## config.mk

```make
export PLATFORM = sky130hd
export DESIGN_NAME = drv_fault_status
export DESIGN_NICKNAME = d
export VERILOG_FILES = /design/src/rtl/drv_fault_pkg.sv /design/src/rtl/drv_rst_sync.sv /design/src/rtl/drv_cor_latch.sv /design/src/rtl/drv_chan_gate.sv /design/src/rtl/drv_fault_status.sv
export SDC_FILE = /design/constraint.sdc
export NUM_CORES = 1
export LEC_CHECK = 0
export BUFFER_PORTS_ARGS = -buffer_cell sky130_fd_sc_hd__buf_2
export CAP_MARGIN = 20
export CORE_AREA = 2 2 39 41
export CTS_CLUSTER_DIAMETER = 50
export DETAILED_ROUTE_END_ITERATION = 8
export DIE_AREA = 0 0 41 43
export PLACE_DENSITY_LB_ADDON = 0.1
export SLEW_MARGIN = 5
export SYNTH_ARGS = -nofsm -noshare
export SYNTH_HDL_FRONTEND = slang
export SYNTH_SLANG_ARGS = --single-unit
```

## constraint.sdc

```tcl
create_clock -name clk -period 1.9 [get_ports clk]
set_clock_uncertainty 0.15 [all_clocks]
set_input_delay 0.38 -clock clk [delete_from_list [all_inputs] [get_ports clk]]
set_output_delay 0.38 -clock clk [all_outputs]
set_load 0.03 [all_outputs]
```

## src/rtl/drv_fault_pkg.sv

```systemverilog
package drv_fault_pkg;
  localparam int BIT_PERR = 7;
  localparam int BIT_LE   = 6;
  localparam int BIT_UV   = 5;
  localparam int BIT_OV   = 4;
  localparam int BIT_NPOR = 3;
  localparam int BIT_TSD  = 2;
  localparam int BIT_TPW  = 1;
  localparam int BIT_RSVD = 0;
  localparam int STAT_W   = 8;

  typedef struct packed {
    logic perr;
    logic uv;
    logic ov;
    logic tsd;
    logic tpw;
  } cor_flags_t;

  localparam int N_COR = $bits(cor_flags_t);
endpackage

```

## src/rtl/drv_rst_sync.sv

```systemverilog
module drv_rst_sync #(
  parameter int STAGES = 2
) (
  input  logic clk,
  input  logic rst_n,
  output logic rst_sync_n
);
  logic [STAGES-1:0] sync_q;
  logic [STAGES-1:0] sync_d;

  always_comb begin
    sync_d = {sync_q[STAGES-2:0], 1'b1};
  end

  always_ff @(posedge clk or negedge rst_n) begin
    if (!rst_n) sync_q <= '0;
    else        sync_q <= sync_d;
  end

  assign rst_sync_n = sync_q[STAGES-1];
endmodule

```

## src/rtl/drv_cor_latch.sv

```systemverilog
module drv_cor_latch #(
  parameter int W = 5
) (
  input  logic         clk,
  input  logic         rst_n,
  input  logic [W-1:0] set_i,
  input  logic         rd_i,
  output logic [W-1:0] q_o
);
  logic [W-1:0] q_r;
  logic [W-1:0] q_d;
  logic         q_en;

  // a set in the read cycle wins over the clear
  always_comb begin
    q_en = rd_i | (|set_i);
    q_d  = (q_r & {W{~rd_i}}) | set_i;
  end

  always_ff @(posedge clk or negedge rst_n) begin
    if (!rst_n)    q_r <= '0;
    else if (q_en) q_r <= q_d;
  end

  assign q_o = q_r;
endmodule

```

## src/rtl/drv_chan_gate.sv

```systemverilog
module drv_chan_gate #(
  parameter int N_CH = 6
) (
  input  logic [N_CH-1:0] req_i,
  input  logic [N_CH-1:0] oc_i,
  input  logic            gdis_i,
  output logic [N_CH-1:0] en_o
);
  for (genvar k = 0; k < N_CH; k++) begin : g_ch
    assign en_o[k] = req_i[k] & ~oc_i[k] & ~gdis_i;
  end
endmodule

```

## src/rtl/drv_fault_status.sv

```systemverilog
module drv_fault_status
  import drv_fault_pkg::*;
#(
  parameter int N_CH        = 6,
  parameter int SYNC_STAGES = 2
) (
  input  logic              clk,
  input  logic              rst_n,
  input  logic              rd_i,
  input  logic              proto_err_i,
  input  logic              uv_i,
  input  logic              ov_i,
  input  logic              tsd_i,
  input  logic              tpw_i,
  input  logic [N_CH-1:0]   ch_ol_i,
  input  logic [N_CH-1:0]   ch_oc_i,
  input  logic [N_CH-1:0]   ch_req_i,
  output logic [STAT_W-1:0] status_o,
  output logic              gdis_o,
  output logic [N_CH-1:0]   ch_en_o
);
  logic       rst_int_n;
  cor_flags_t set_v;
  cor_flags_t lat_v;
  logic       le_q, le_d, le_en;
  logic       npor_q, npor_en;

  drv_rst_sync #(.STAGES(SYNC_STAGES)) u_rst (
    .clk        (clk),
    .rst_n      (rst_n),
    .rst_sync_n (rst_int_n)
  );

  always_comb begin
    set_v.perr = proto_err_i;
    set_v.uv   = uv_i;
    set_v.ov   = ov_i;
    set_v.tsd  = tsd_i;
    set_v.tpw  = tpw_i;
  end

  drv_cor_latch #(.W(N_COR)) u_cor (
    .clk   (clk),
    .rst_n (rst_int_n),
    .set_i (set_v),
    .rd_i  (rd_i),
    .q_o   (lat_v)
  );

  // load-error summary and power-on flag: next state
  always_comb begin
    le_d    = |(ch_ol_i | ch_oc_i);
    le_en   = le_d ^ le_q;
    npor_en = rd_i & ~npor_q;
  end

  always_ff @(posedge clk or negedge rst_int_n) begin
    if (!rst_int_n) begin
      le_q   <= 1'b0;
      npor_q <= 1'b0;
    end else begin
      if (le_en)   le_q   <= le_d;
      if (npor_en) npor_q <= 1'b1;
    end
  end

  always_comb begin
    status_o           = '0;
    status_o[BIT_PERR] = lat_v.perr;
    status_o[BIT_LE]   = le_q;
    status_o[BIT_UV]   = lat_v.uv;
    status_o[BIT_OV]   = lat_v.ov;
    status_o[BIT_NPOR] = npor_q;
    status_o[BIT_TSD]  = lat_v.tsd;
    status_o[BIT_TPW]  = lat_v.tpw;
    status_o[BIT_RSVD] = 1'b0;
    gdis_o             = lat_v.uv | lat_v.ov | lat_v.tsd;
  end

  drv_chan_gate #(.N_CH(N_CH)) u_gate (
    .req_i  (ch_req_i),
    .oc_i   (ch_oc_i),
    .gdis_i (gdis_o),
    .en_o   (ch_en_o)
  );
endmodule

```

; Word-level counts from Yosys, hierarchy flattened
; Cells that the tools add are included.
[word_totals]
elab_cells = 35
regBits = 9
output_inout_bits = 15
in_bits = 26
[op_classes]
bitwise = 29
n_reduce_logical = 2
[ops]
columns = operator, n
row1 = 1-bit AND, 13
row2 = 1-bit inverter, 9
row3 = 6-bit OR, 1
row4 = 6-bit OR reduction, 1
row5 = 5-bit AND, 1
row6 = 5-bit OR, 1
row7 = 5-bit OR reduction, 1
row8 = 1-bit OR, 3
row9 = 1-bit bitwise XOR, 1

; Depth between registers and ports, before layout
; Gate-level depths: netlist of the first run.
[logic_depth]
depth_word = 4
mapped_depth = 3
ltp_nobuf = 2

; Cells and area by module
; Synthesis of the first run repeated with hierarchy kept, for this count alone.
[hier_totals]
cells_unflattened = 32
area_unflattened_um2 = 377.9
[by_module_without_submodules]
columns = mod, n_inst, seq_area_each_um2, cells_each, area_per_inst_um2
row1 = drv_cor_latch, 1, 125.1, 11, 166.4
row2 = drv_fault_status, 1, 50.0, 12, 112.6
row3 = drv_rst_sync, 1, 50.0, 3, 53.8
row4 = drv_chan_gate, 1, 0.0, 6, 45.0

; Worst setup path before layout of the first run
; Ideal clock, no wire load.
[synth_path]
kind = register to output
startpoint = register u_cor.q_r[1] (netlist: u_cor.q_o[1])
endpoint = output port ch_en_o[0]
arrival_ns = 1.523
path_slack_ns = -0.153
stages_incl_launch_ff = 4
required_ns = 1.370
n_path_buf = 1
path_cell_list = dfrtp_1 -> or3_1 -> buf_6 -> nor3b_2
[synth_via]
elab_chain_len = 3
[synth_lines]
columns = item, line
row1 = from (decl), drv_cor_latch.sv:10  ; logic [W-1:0] q_r;
row2 = from (signal assigned), drv_cor_latch.sv:22  ; else if (q_en) q_r <= q_d;
row3 = 1-bit OR, drv_fault_status.sv:77  ; gdis_o = lat_v.uv | lat_v.ov | lat_v.tsd;
row4 = via gdis_o, drv_fault_status.sv:19  ; output logic gdis_o,
row5 = 1-bit inverter, drv_chan_gate.sv:10  ; assign en_o[k] = req_i[k] & ~oc_i[k] & ~gdis_i;
row6 = 1-bit AND, drv_chan_gate.sv:10
row7 = to (decl), drv_fault_status.sv:20  ; output logic [N_CH-1:0] ch_en_o
; The timed path passes the listed nets, and every way through them passes these cells.

; Worst setup path in the final report of the first run
[layout_path]
startpoint = register u_cor.q_r[1] (netlist: u_cor.q_o[1])
endpoint = output port ch_en_o[0]
[layout_via]
elab_chain_len = 3
[layout_lines]
columns = item, line
row1 = 1-bit OR, drv_fault_status.sv:77
row2 = 1-bit inverter, drv_chan_gate.sv:10
row3 = 1-bit AND, drv_chan_gate.sv:10
; No other way between the ends.

==> results of run 1 <==
[power by group]
part           internal, mW  total (mW)  switching [mW]
combinational        0.0435      0.0913          0.0479
sequential            0.202       0.206         0.00443
clock                0.0807       0.143          0.0627
total                 0.326       0.441           0.115
[layer usage]
metal	part of all wire [%]	GRT usage, %	wire length [um]
met5	0	0	0
met4	0.78	10.0	8
met3	6.4	3.14	66
met2	58	23.4	594
met1	35	13.6	355
[sequential cells by signal (all words and copies together), names as in the netlist]
signal        cells
u_cor.q_o         5
le_q              1
npor_q            1
u_rst.sync_q      2
[through the flow]
stage | hold slack (ns) | setup TNS [ns]
6_report | 0.148 | -0.805
5_1_grt | 0.143 | -1.15
4_1_cts | 0.139 | -0.889
3_5_place_dp | -0.0357 | 0
3_3_place_gp | -0.0308 | 0
2_1_floorplan | -0.0687 | -0.0965
[layout by cell type, fill, tap and decap left out]
| cell | instances |
|---|---|
| or2_2 | 1 |
| nor4_1 | 3 |
| nor3b_4 | 6 |
| dlygate4sd3_1 | 2 |
| or3_4 | 1 |
| buf_4 | 2 |
| inv_1 | 1 |
| dfrtp_1 | 7 |
| dfrtp_2 | 2 |
| nand3_1 | 1 |
| conb_1 | 2 |
| clkbuf_4 | 3 |
| a21o_2 | 1 |
| a21o_1 | 4 |
| buf_6 | 6 |
| buf_2 | 33 |
| clkbuf_1 | 1 |
[cells by family after synthesis]
logic type,share of synthesized area [%]
AOI/OAI and AO/OA,9.23
buffers and inverters,8.93
DFF,53.6
other,1.79
and+or+nand+nor,26.5
[worst max path at each step]
stage                       from    endpoint  slack [ns]  cells after the start
floorplan           u_cor.q_o[2]  ch_en_o[0]       -0.02                      3
global placement    u_cor.q_o[2]  ch_en_o[0]         0.1                      3
detailed placement  u_cor.q_o[2]  ch_en_o[3]        0.09                      3
CTS                 u_cor.q_o[2]  ch_en_o[5]       -0.17                      3
global route        u_cor.q_o[1]  ch_en_o[4]       -0.19                      3
finish              u_cor.q_o[1]  ch_en_o[0]       -0.14                      3
[cell type report]
cell class,count,share of cell area (%)
Timing Repair Buffer,43,35.9
Sequential cell,9,30.5
Multi-Input combinational cell,19,26.8
Clock buffer,4,3.52
Tap cell,16,2.68
Inverter,1,0.503
[what timing repair did]
item                                    4_1_cts  5_1_grt
endpoints found under the hold margin         9        0
hold buffers                                  2        0
buffers inserted                              2        0
endpoints found under the setup margin        7        7
resized for setup                            12        0
pin swaps                                     1        2
==> impl_metrics.ini, run 1 <==
[synthesis]
yosysUniqueCellTypes = 12
ys_seq_area_share_pct = 53.6
synthMostInstantiatedCell = dfrtp_1
ys_ff_latch = 9
synth_nets = 59
synth_top_area_share_pct = 53.6
syn_inst = 33
yosysTopAreaCell = dfrtp_1
ys_top_cells_by_count = dfrtp_1, nor3b_2, a21o_1, buf_4, nor4_1
ys.flop_type = dfrtp_1
ys_warn_count = 0
syn_avg_cell_area_um2 = 12.7
synth_enable_flop_cells = 0
syn_area_um2 = 420
synthTopCellsByArea = dfrtp_1, nor3b_2, a21o_1
async_reset_ff_share_pct = 100

[cts]
cts.htree.levels = 1
cts_made_buffers = 3
path_clk_slew_ns = 0.06
cts_tree = done
cts_root_buffer = clkbuf_4
cts_num_sinks = 9
clockBufferDepth = 2
clock_latency_ns = 0.26

[detailed_routing]
routed_wl_um = 1020
viasPerCell = 4.27
antenna_left = 0
avgRoutedWirePerCell_um = 11.1
vias = 393
drtPass1Iterations = 3
drc = 0
drt_iter0_drc = 2

[placement]
portBuffers = 39
hpwl_um = 870
placed_cell_area_um2 = 647
dpl_worst_slack_ns = 0.0893
dp_cells = 84
gp_routability_congestion = 0.712

[power]
ir_drop_mv = 0.353
leakage_nw = 0.371
power_density_nw_per_um2 = 591
totalPowerFinal_mw = 0.441

[critical_path]
start_kind = flop
r2r-end = u_cor.q_o[1]
r2r_cells = 1
cpPeakStageDelay_ns = 0.49
cp_num_buf_inv = 1
path_class = reg -> out
worst_ep_arrival_time_ns = 1.51
cp-end-kind = output pin
slowest_stage = or3_4
critPathRequiredTime_ns = 1.37
crit_fanout = 7
rrSetupSlack_ns = 0.86
cp_top_family = simple AND/OR/NAND/NOR gates
crit_chain = or3_4 > nor3b_4 > buf_6
r2r_start = u_rst.sync_q[1]

[finish]
fillers = 134
final_util_pct = 53.9
fin_nets = 103
final-instance-count-excl-fill = 92
multi_input_area_um2 = 200
n_antenna_cell = 0
area_growth_pct = 77.4
design_area_um2 = 746
regArea_um2 = 228
drive_above_1_share_pct = 72.4

[die]
io_pins = 41
coreArea_um2 = 1380
die_y_um = 43
initial_utilization_pct = 30.4
dieArea_um2 = 1760
fp.dieW_um = 41
row_count = 14

[global_routing]
grt_pass1_vias = 383
antenna_found_initial = 0
grt_usage_pct = 13.9
grt_max_degree = 8
grt_pass1_wl_um = 1560
grt_overflow = 0

[timing]
setup_slack_ns = -0.143
rsz0062_at_grt = true
fmax_mhz = 490
period_share_pct = 108
period_minus_slack_ns = 2.04
maxSlewViolCount = 0
setup_viol = 6
hold_viol_final = 0

[run_status]
outcome = finished, violations left
violations = negative setup slack

[worst_hold_path]
hold_start = proto_err_i
holdCritPathClass = in -> reg
worstHoldPathCells = 2
whs_endpoint = u_cor.q_o[4]

[job]
maxCapViolations = 0
Power figures use the tool's default switching activity.
==> run 2, diff against run 1 <==
--- a/config.mk
+++ b/config.mk
@@ -6,12 +6,12 @@
 export NUM_CORES = 1
 export LEC_CHECK = 0
 export BUFFER_PORTS_ARGS = -buffer_cell sky130_fd_sc_hd__buf_2
-export CAP_MARGIN = 20
-export CORE_AREA = 2 2 39 41
+export CAP_MARGIN = 5
+export CORE_AREA = 4 4 41 43
 export CTS_CLUSTER_DIAMETER = 50
 export DETAILED_ROUTE_END_ITERATION = 8
-export DIE_AREA = 0 0 41 43
-export PLACE_DENSITY_LB_ADDON = 0.1
+export DIE_AREA = 0 0 45 47
+export PLACE_DENSITY = 0.72
 export SLEW_MARGIN = 5
 export SYNTH_ARGS = -nofsm -noshare
 export SYNTH_HDL_FRONTEND = slang
==> run 2 against run 1 <==
The flow still finishes with violations (negative setup slack). Sequential power is essentially flat. Register-to-register slack about the same. Setup slack better by 0.0060 ns. Utilization is 2.7 points higher. Total power increased by 0.11%. Largest cell class unchanged. Critical endpoint is now ch_en_o[5]. Via count up 4.8%. Largest power group unchanged.
==> impl_metrics.ini, run 2 (synthesis results as in run 1) <==
[run_status]
outcome = finished, violations left
violations = negative setup slack

[worst_hold_path]
hold_start = tsd_i
worstHoldPathCells = 2
holdCritPathClass = in -> reg
whs_endpoint = u_cor.q_o[1]

[critical_path]
rrSetupSlack_ns = 0.85
crit_fanout = 7
start_kind = flop
r2r_start = u_rst.sync_q[1]
critPathRequiredTime_ns = 1.37
cp-end-kind = output pin
path_class = reg -> out
worst_ep_arrival_time_ns = 1.51
r2r-end = u_cor.q_o[2]
r2r_cells = 1

[timing]
period_minus_slack_ns = 2.04
setup_viol = 6
setup-tns-final_ns = -0.803
rsz0062_at_grt = true
period_share_pct = 107
fmax_mhz = 491
hold_viol_final = 0
setup_slack_ns = -0.137
maxSlewViolCount = 0

[finish]
fin_nets = 102
largest_register_ffs = 5
final_common_cell = buf_2
area_growth_pct = 75.3
layout_common_cells = buf_2, dfrtp_1, nor3b_4, buf_6, a21o_1
n_antenna_cell = 0
design_area_um2 = 737
drive_above_1_share_pct = 72.0

[detailed_routing]
avgRoutedWirePerCell_um = 12.7
antenna_left = 0
routed_wl_um = 1150
viasPerCell = 4.58
drc = 0
drt_iter0_drc = 0
drtPass1Iterations = 1
vias = 412

[die]
die_y_um = 47
fp.dieW_um = 45
dieArea_um2 = 2120
initial_utilization_pct = 32.3
row_count = 13
coreArea_um2 = 1300
io_pins = 41

[power]
power_frac_seq_pct = 46.7
comb_power_share_pct = 20.3
leakage_nw = 0.366
p_int_mw = 0.324
ir_drop_mv = 0.369
swShare_pct = 26.6
power_switching_mw = 0.117
clockPowerShare_pct = 33.0
power_density_nw_per_um2 = 599

[placement]
placed_cell_area_um2 = 646
hpwl_um = 900
gp_routability_congestion = 0.592
portBuffers = 39

[cts]
cts_num_sinks = 9
cts_made_buffers = 3
path_clk_slew_ns = 0.06
clockBufferDepth = 2
cts_tree = done
clock_latency_ns = 0.26
cts_root_buffer = clkbuf_4
cts.htree.levels = 1

[global_routing]
antenna_found_initial = 0
grt_overflow = 0
grt_max_degree = 8
grt_usage_pct = 12.9
grt_pass1_vias = 478
grt_pass1_wl_um = 1930

[job]
maxCapViolations = 0
[run 2: cell count changes in the layout (fill, tap and decap cells not counted), sizes merged]
cell  previous run  this run
buf             41        40
[run 2: metal layers]
metal | vias to the layer above | global-route usage [%] | part of all wire (%)
met1 | 182 | 12.3 | 32
met5 | - | 0 | 0
met4 | 0 | 8.77 | 1.5
li1 | 192 | - | -
met2 | 36 | 23.4 | 47
met3 | 2 | 4.21 | 19
[run 2: worst max path at each step]
| stage | startpoint | endpoint | slack (ns) | cells after the start |
|---|---|---|---|---|
| CTS | u_cor.q_o[1] | ch_en_o[0] | -0.14 | 3 |
| finish | u_cor.q_o[1] | ch_en_o[5] | -0.14 | 3 |
| detailed placement | u_cor.q_o[2] | ch_en_o[0] | 0.08 | 3 |
| global placement | u_cor.q_o[2] | ch_en_o[0] | 0.11 | 3 |
| global route | u_cor.q_o[2] | ch_en_o[4] | -0.20 | 3 |
| floorplan | u_cor.q_o[2] | ch_en_o[0] | -0.02 | 3 |
[run 2: stage by stage]
stage | power (mW) | cells | util, % | setup slack, ns | hold slack (ns)
4_1_cts | 0.447 | 90 | 56.6 | -0.144 | 0.142
3_5_place_dp | 0.293 | 83 | 49.6 | 0.0811 | -0.0277
5_1_grt | 0.468 | 90 | 56.6 | -0.203 | 0.150
2_1_floorplan | 0.254 | 33 | - | -0.0161 | -0.0687
6_report | 0.441 | 90 | 56.6 | -0.137 | 0.147
3_3_place_gp | 0.292 | 83 | 49.6 | 0.108 | -0.0427
[run 2: area by class of cell]
type | instances | area (um^2)
Tap cell | 15 | 18.8
Sequential cell | 9 | 228
Inverter | 1 | 3.75
Clock buffer | 4 | 26.3
Timing Repair Buffer | 42 | 260
Multi-Input combinational cell | 19 | 200
Fill cell | 116 | 564
[run 2: repair_timing]
action / in CTS / in global routing
buffers inserted: 1 / 0
setup endpoints to repair: 7 / 7
hold buffers: 2 / 0
resized for setup: 12 / 0
endpoints found under the hold margin: 9 / 0
pin swaps: 1 / 0
[run 2: critical path, cell delays in order, from the launching register on]
cell	delay (ns)
dfrtp_2	0.40
or3_4	0.49
nor3b_4	0.21
buf_6	0.15
[run 2: power groups by stage]
stage               sequential [mW]  combinational, mW  clock [mW]
floorplan                     0.227             0.0272           0
global placement              0.213             0.0792           0
detailed placement            0.213             0.0799           0
CTS                           0.206             0.0898       0.151
global route                  0.208             0.0976       0.163
finish                        0.206             0.0895       0.145
